File: src/rtl/wave_issue_sched.sv
module wave_issue_sched #(
  parameter int NRES     = 4,
  parameter int NWAVE    = 8,
  parameter int DEPTH    = 4,
  parameter int LMEM_RES = 2,
  parameter int FLAT_RES = 3,
  localparam int WID = (NWAVE > 1) ? $clog2(NWAVE) : 1
) (
  input  logic                clk,
  input  logic                rst,
  input  logic [NRES-1:0]     cand_valid,
  input  logic [NRES*WID-1:0] cand_wave,
  input  logic [NRES-1:0]     cand_rf_ok,
  input  logic [NWAVE-1:0]    rd_done,
  input  logic [NRES-1:0]     res_ready,
  input  logic [NWAVE-1:0]    issue_done,
  output logic [NRES-1:0]     grant_valid,
  output logic [NRES*WID-1:0] grant_wave,
  output logic [NRES-1:0]     add_stall,
  output logic [NRES-1:0]     disp_stall
);

  localparam int CW = $clog2(DEPTH + 1);
  localparam int IW = (DEPTH > 1) ? $clog2(DEPTH) : 1;

  logic [WID-1:0]   qw   [NRES][DEPTH];
  logic [WID-1:0]   qw_n [NRES][DEPTH];
  logic [DEPTH-1:0] qr   [NRES];
  logic [DEPTH-1:0] qr_n [NRES];
  logic [CW-1:0]    cnt  [NRES];
  logic [CW-1:0]    cnt_n[NRES];
  logic [IW-1:0]    idx  [NRES];
  logic [CW-1:0]    base [NRES];
  logic [NWAVE-1:0] occ, occ_n, claim;
  logic [NRES-1:0]  hit, sel, take;

  always_comb begin
    for (int r = 0; r < NRES; r++) begin
      hit[r] = 1'b0;
      idx[r] = '0;
      for (int i = DEPTH - 1; i >= 0; i--) begin
        if (CW'(i) < cnt[r] && qr[r][i]) begin
          hit[r] = 1'b1;
          idx[r] = IW'(i);
        end
      end
    end
  end

  assign sel = hit & res_ready;

  always_comb begin
    grant_valid = sel;
    if (sel[FLAT_RES]) grant_valid[LMEM_RES] = 1'b0;
    for (int r = 0; r < NRES; r++)
      grant_wave[r*WID +: WID] = qw[r][idx[r]];
  end

  assign disp_stall = ~grant_valid;

  always_comb begin
    claim = '0;
    take  = '0;
    for (int r = 0; r < NRES; r++) begin
      if (cand_valid[r] && cand_rf_ok[r] && cnt[r] < CW'(DEPTH) &&
          !occ[cand_wave[r*WID +: WID]] && !claim[cand_wave[r*WID +: WID]]) begin
        take[r] = 1'b1;
        claim[cand_wave[r*WID +: WID]] = 1'b1;
      end
    end
  end

  assign add_stall = cand_valid & ~take;
  assign occ_n     = (occ & ~issue_done) | claim;

  always_comb begin
    for (int r = 0; r < NRES; r++) begin
      qw_n[r] = qw[r];
      qr_n[r] = qr[r];
      if (grant_valid[r]) begin
        for (int i = 0; i < DEPTH - 1; i++) begin
          if (IW'(i) >= idx[r]) begin
            qw_n[r][i] = qw[r][i+1];
            qr_n[r][i] = qr[r][i+1];
          end
        end
      end
      for (int i = 0; i < DEPTH; i++)
        if (rd_done[qw_n[r][i]]) qr_n[r][i] = 1'b1;
      base[r] = cnt[r] - CW'(grant_valid[r]);
      if (take[r]) begin
        qw_n[r][IW'(base[r])] = cand_wave[r*WID +: WID];
        qr_n[r][IW'(base[r])] = 1'b0;
      end
      cnt_n[r] = base[r] + CW'(take[r]);
    end
  end

  always_ff @(posedge clk) begin
    qw <= qw_n;
    qr <= qr_n;
    if (rst) begin
      occ <= '0;
      for (int r = 0; r < NRES; r++) cnt[r] <= '0;
    end else begin
      occ <= occ_n;
      cnt <= cnt_n;
    end
  end

endmodule

File: config.mk
export PLATFORM = sky130hd
export DESIGN_NAME = wave_issue_sched
export DESIGN_NICKNAME = d
export VERILOG_FILES = /design/src/rtl/wave_issue_sched.sv
export SDC_FILE = /design/constraint.sdc
export NUM_CORES = 1
export LEC_CHECK = 0
export BUFFER_PORTS_ARGS = -buffer_cell sky130_fd_sc_hd__clkbuf_2
export CORE_MARGIN = 5
export CORE_UTILIZATION = 38
export DETAILED_ROUTE_END_ITERATION = 6
export PLACE_DENSITY = 0.62
export SLEW_MARGIN = 40
export SYNTH_ARGS = -nofsm -noshare
export SYNTH_HDL_FRONTEND = slang
export SYNTH_SLANG_ARGS = --single-unit
File: constraint.sdc
create_clock -name clk -period 7.5 [get_ports clk]
set_input_delay 2.25 -clock clk [delete_from_list [all_inputs] [get_ports clk]]
set_output_delay 2.25 -clock clk [all_outputs]
set_load 0.01 [all_outputs]
==> impl_metrics.csv, run 1 <==
group,metric,value,unit
die,rows,47,
placed_design,port_buffers,65,
synthesis,ys_ff_latch,84,
clock_network,post_cts_buffers,0,
sta,final_hold_viol_count,0,
setup_path,worst-path-max-fanout,14,
clock_network,hold_buffers,0,
sta,layout_worst_path_cycle_share,96.3,%
sta,relSlewSlack,47.1,%
setup_path,ff2ff_path_depth,8,
clock_network,cts_sinks,84,
synthesis,synth_top_area_share,22.5,%
synthesis,synth_edf_count,12,
sta,fin_crit,7.22,ns
setup_path,required,5.25,ns
outcome,status,"completed",
finish,diodes,0,
finish,final_layout_size_suffix_gt1_share,22.0,%
synthesis,synth_top_area_cell,"dfxtp_1",
die,die_area,19600,sq um
synthesis,ys.flop_type,"dfxtp_1",
clock_network,tritoncts,"built",
synthesis,synth_nets,748,
sta,setup_tns,0,ns
drt,finalWirelength,19400,microns
global_routing,grt_most_used_layer,"met2",
drt,drc,0,
synthesis,synth_seq_area_share,28.1,%
setup_path,crit_slowest_cell,"a211oi_1",
setup_path,r2r_setup_slack,3.96,ns
die,pin_count,66,
placed_design,dpl_cell_area,6960,sq um
sta,max_freq,139,MHz
synthesis,synthTopCellsByArea,"dfxtp_1 (23%), mux2i_1 (14%), mux4_2 (8.4%), edfxtp_1 (5.6%), mux2_2 (4.7%)",
die,die_x,140,microns
die,start_util,38.6,%
global_routing,grtUsageMet2,30.8,%
setup_path,r2r_start,"qr[0]",
finish,nNetsFinal,802,
pwr,total_power,2560,uW
clock_network,cts_resized,0,
sta,clock_skew,0.00775,ns
drt,vias,5737,
setup_path,start_kind,"primary input",
clock_network,clkLatencyLatePin,0.34,ns
drt,drt-vias-per-instance,5.92,
setup_path,end_kind,"output port",
global_routing,grt_pass1_vias,5433,
die,core,16600,sq um
global_routing,grt_max_degree,23,
pwr,pwr_density_cell,354,nW/um^2
drt,drtPass1Iterations,5,
sta,rsz0062_at_grt,"no",
drt,wire_per_inst,20.1,microns
global_routing,antenna_found_initial,0,
synthesis,synth.distinct_cells,74,
finish,fill_cells,1678,
synthesis,synth.avg_cell_area,9.28,sq um
synthesis,yosysMostFrequentCell,"mux2i_1",
die,die_h,140,microns
setup_path,path_common_cell,"clkbuf_2",
placed_design,routabilityCongestion,0.931,
setup_path,slowest_delay,0.46,ns
setup_path,critPathArrivalTime,4.97,ns
clock_network,cts_inserted_buffers,9,
clock_network,path_clk_slew,0.06,ns
synthesis,synthCells,690,
global_routing,grt_overflow,0,
sta,finalSetupViolCount,0,
synthesis,synth_common_cells,"mux2i_1 (92), dfxtp_1 (72), nor2_1 (57), inv_1 (45), a21oi_1 (41)",
synthesis,syn-cell-area,6410,sq um
run,drv_cap,0,
placed_design,hpwl,14400,microns
setup_path,critPathKind,"in -> out",
clock_network,htree_levels,3,
sta,hold_ws,0.525,ns
global_routing,grt_pass1_wl,30600,microns
synthesis,async_flop_share,0,%
clock_network,clock_path_buffers,2,
sta,drv_slew,0,
finish,synthToLayoutAreaGrowth,12.9,%
min_path,hp-class,"reg -> reg",
setup_path,critPathCapture,"add_stall[3]",
setup_path,startpoint,"cand_wave[4]",
clock_network,cts-root-buf,"clkbuf_16",
sta,tightest_slew,0.792,ns
global_routing,grtUsageMet1,28.1,%
drt,drtIter0Drc,595,
synthesis,ys_warn_count,0,
global_routing,track_usage,19.4,%
pwr,ir_drop,105,uV
setup_path,crit_chain,"clkbuf_2 > nand2b_1 > o221ai_1 > a211oi_1 > nand3_1 > nor2_1 > a21oi_2 > o21ai_1 > and2_1 > clkbuf_2",
global_routing,use_met3,2.64,%
setup_path,r2r_end,"qr[4]",
drt,drtAntennaViolNets,0,
finish,stdcell_area,7240,sq um
pwr,p_leak,0.00304,uW
-- critical path, delay by kind of cell --
family | cells | cell delay [ns]
AND/OR/NAND/NOR | 4 | 1.16
buffers and inverters | 2 | 0.44
AO/OA/AOI/OAI | 4 | 1.10
-- cell usage in the layout, fill, tap and decap left out, types with 18 or more instances in the layout --
cell type | synthesis | layout
inv_1 | 45 | 45
a21oi_1 | 41 | 41
mux4_2 | 24 | 24
nor2_1 | 57 | 57
nand3_1 | 20 | 20
mux2_2 | 27 | 27
nand2_1 | 29 | 29
mux2i_1 | 92 | 92
o21ai_0 | 18 | 18
dfxtp_1 | 72 | 72
clkbuf_2 | 0 | 65
nor2b_1 | 21 | 21
-- worst min path at each step --
stage	from	to	slack, ns	cells past startpoint
floorplan	qr[11]	qr[11]	0.47	2
global placement	qr[11]	qr[11]	0.51	2
detailed placement	qr[8]	qr[8]	0.52	2
CTS	qr[8]	qr[8]	0.52	2
global route	qr[11]	qr[11]	0.56	2
finish	qr[8]	qr[8]	0.53	2
-- cell families (layout without fill, tap and decap cells) --
group,after synthesis,in the layout,share of synthesized area [%]
and+or+nand+nor,198,198,16.6
AOI/OAI and AO/OA,151,151,16.9
xor gates and xnor gates,18,18,2.46
muxes,145,145,27.9
buffers and inverters,78,137,4.88
adders and majority gates,16,16,3.12
DFF,84,84,28.1
-- layer usage --
layer / up-vias / routed length (microns)
li1: 2720 / -
met1: 2788 / 9040
met2: 202 / 9110
met3: 27 / 985
met4: 0 / 299
met5: - / 0
-- cell type report --
| type | count | area (sq um) | area share (%) |
|---|---|---|---|
| Multi-Input combinational cell | 528 | 4320 | 59.7 |
| Sequential cell | 84 | 1800 | 24.9 |
| Timing Repair Buffer | 76 | 408 | 5.64 |
| Tap cell | 220 | 275 | 3.80 |
| Clock buffer | 14 | 254 | 3.51 |
| Inverter | 45 | 169 | 2.33 |
| Clock inverter | 2 | 11.3 | 0.156 |
-- power by group --
group	total (uW)	switching, uW	internal (uW)
Sequential	786	160	627
Combinational	1370	708	657
Clock	413	179	234
-- metrics by stage --
step	cells	setup slack [ns]	util, %
floorplan	690	0.615	-
finish	969	0.281	43.6
detailed placement	953	0.402	42.0
CTS	969	0.367	43.6
global placement	953	0.564	41.9
global route	969	0.0707	43.6
No activity file was read; power rests on OpenSTA's default activity.
==> run 2, diff against run 1 <==
- CORE_UTILIZATION: 38 -> 30
- PLACE_DENSITY: 0.62 -> 0.52
==> run 2 against run 1 <==
Clock skew is essentially flat. Flip-flop and latch count is the same. Global-route usage shrank 2.7 points. Setup slack gained 0.15 ns.
==> impl_metrics.csv, run 2 (synthesis results as in run 1) <==
group,metric,value,unit
drt,drt-vias-per-instance,5.59,
pwr,power_switching,1060,uW
sta,layout_worst_path_cycle_share,94.2,%
sta,max_freq,141,MHz
die,pin_count,66,
global_routing,grt_overflow,0,
finish,fin_util,34.9,%
pwr,comb_power_share,52.6,%
placed_design,port_buffers,65,
sta,setup_tns,0,ns
pwr,p_leak,0.00306,uW
setup_path,r2r_start,"occ[1]",
finish,nNetsFinal,804,
finish,final_layout_size_suffix_gt1_share,22.2,%
outcome,status,"completed",
placed_design,post-place-ws,0.464,ns
clock_network,cts_sinks,84,
pwr,pwr_density_cell,355,nW/um^2
sta,tightest_slew,0.770,ns
placed_design,routabilityCongestion,0.921,
finish,stdcell_area,7340,sq um
drt,drtIter0Drc,386,
die,die_x,156,microns
sta,relSlewSlack,47.9,%
sta,drv_slew,0,
clock_network,cts-root-buf,"clkbuf_16",
finish,mostFrequentLayoutCell,"mux2i_1",
drt,drtPass1Iterations,5,
clock_network,post_cts_buffers,0,
die,core,21000,sq um
min_path,holdPathEnd,"qr[8]",
setup_path,startpoint,"cand_wave[4]",
drt,drc,0,
clock_network,path_clk_slew,0.06,ns
setup_path,start_kind,"primary input",
clock_network,htree_levels,3,
pwr,netSwitchingFraction,40.6,%
min_path,hp-class,"reg -> reg",
clock_network,cts_inserted_buffers,9,
setup_path,worst-path-max-fanout,14,
placed_design,dp.cells,1010,
finish,multiInputGateArea,4310,sq um
sta,fin_ws,0.431,ns
clock_network,cts_resized,0,
setup_path,critPathKind,"in -> out",
setup_path,required,5.25,ns
setup_path,critPathArrivalTime,4.82,ns
die,start_util,30.5,%
finish,diodes,0,
clock_network,clkLatencyLatePin,0.35,ns
setup_path,ff2ff_path_depth,13,
sta,final_hold_viol_count,0,
sta,fin_crit,7.07,ns
clock_network,hold_buffers,0,
global_routing,track_usage,16.7,%
placed_design,dpl_cell_area,7050,sq um
global_routing,grt_pass1_vias,5466,
setup_path,end_kind,"output port",
pwr,p_int,1550,uW
die,rows,53,
die,die_area,24400,sq um
finish,fill_cells,2183,
drt,wire_per_inst,19.9,microns
finish,mostFrequentLayoutCells,"mux2i_1 (92), dfxtp_1 (72), clkbuf_2 (65)",
sta,clock_skew,0.00780,ns
placed_design,hpwl,15300,microns
setup_path,r2r_end,"cnt[2]",
run,drv_cap,0,
clock_network,tritoncts,"built",
finish,synthToLayoutAreaGrowth,14.6,%
drt,drtAntennaViolNets,0,
pwr,ir_drop,105,uV
global_routing,antenna_found_initial,0,
pwr,clkPwrFrac,17.4,%
finish,seq_area,1800,sq um
finish,instances_no_fill,1026,
min_path,hold_path.startpoint,"qr[8]",
pwr,p_seq_share,30.0,%
die,die_h,156,microns
global_routing,grt_pass1_wl,32100,microns
clock_network,clock_path_buffers,2,
min_path,min_path_cells,2,
setup_path,r2r_setup_slack,4.00,ns
global_routing,grt_max_degree,23,
sta,finalSetupViolCount,0,
drt,vias,5733,
drt,finalWirelength,20400,microns
sta,rsz0062_at_grt,"no",
-- run 2: critical path: stages --
cell      delay (ns)
clkbuf_2        0.30
nand2b_1        0.28
o221ai_1        0.19
a211oi_1        0.47
nand4_1         0.33
o211ai_1        0.29
a21oi_2         0.06
o21ai_1         0.34
and2_1          0.18
clkbuf_2        0.13
-- run 2: layout make-up --
class                   instances  share of cell area, %
repair buffers                 78                   5.76
clock inverters                 5                  0.699
well taps                     275                   4.69
flip-flops and latches         84                   24.5
clock buffers                  11                   3.31
inverters                      45                   2.30
multi-input cells             528                   58.7
-- run 2: power by group through the flow --
stage	Sequential, uW	Clock, uW	Combinational [uW]
after detailed placement	788	0	1370
after floorplan	727	0	1060
after global routing	804	481	1520
after global placement	791	0	1360
after CTS	780	462	1380
final	782	454	1370
-- run 2: how the worst max path moves through the flow --
stage	end	slack [ns]	depth (start not counted)
3_3_place_gp	add_stall[3]	0.52	10
2_1_floorplan	add_stall[3]	0.61	10
5_1_grt	add_stall[3]	0.15	10
3_5_place_dp	add_stall[3]	0.46	10
6_report	add_stall[3]	0.43	10
4_1_cts	add_stall[3]	0.47	10
-- run 2: metrics by stage --
stage / hold slack (ns) / total power (uW)
after floorplan: 0.472 / 1790
after global placement: 0.513 / 2150
after detailed placement: 0.522 / 2160
after CTS: 0.530 / 2620
after global routing: 0.581 / 2810
final: 0.523 / 2610
-- run 2: per-layer routing --
metal / vias up / wire length, microns / global-route usage (%)
li1: 2732 / - / -
met1: 2829 / 9950 / 24.3
met2: 150 / 9230 / 25.8
met3: 22 / 800 / 1.91
met4: 0 / 406 / 5.29
met5: - / 0 / 0
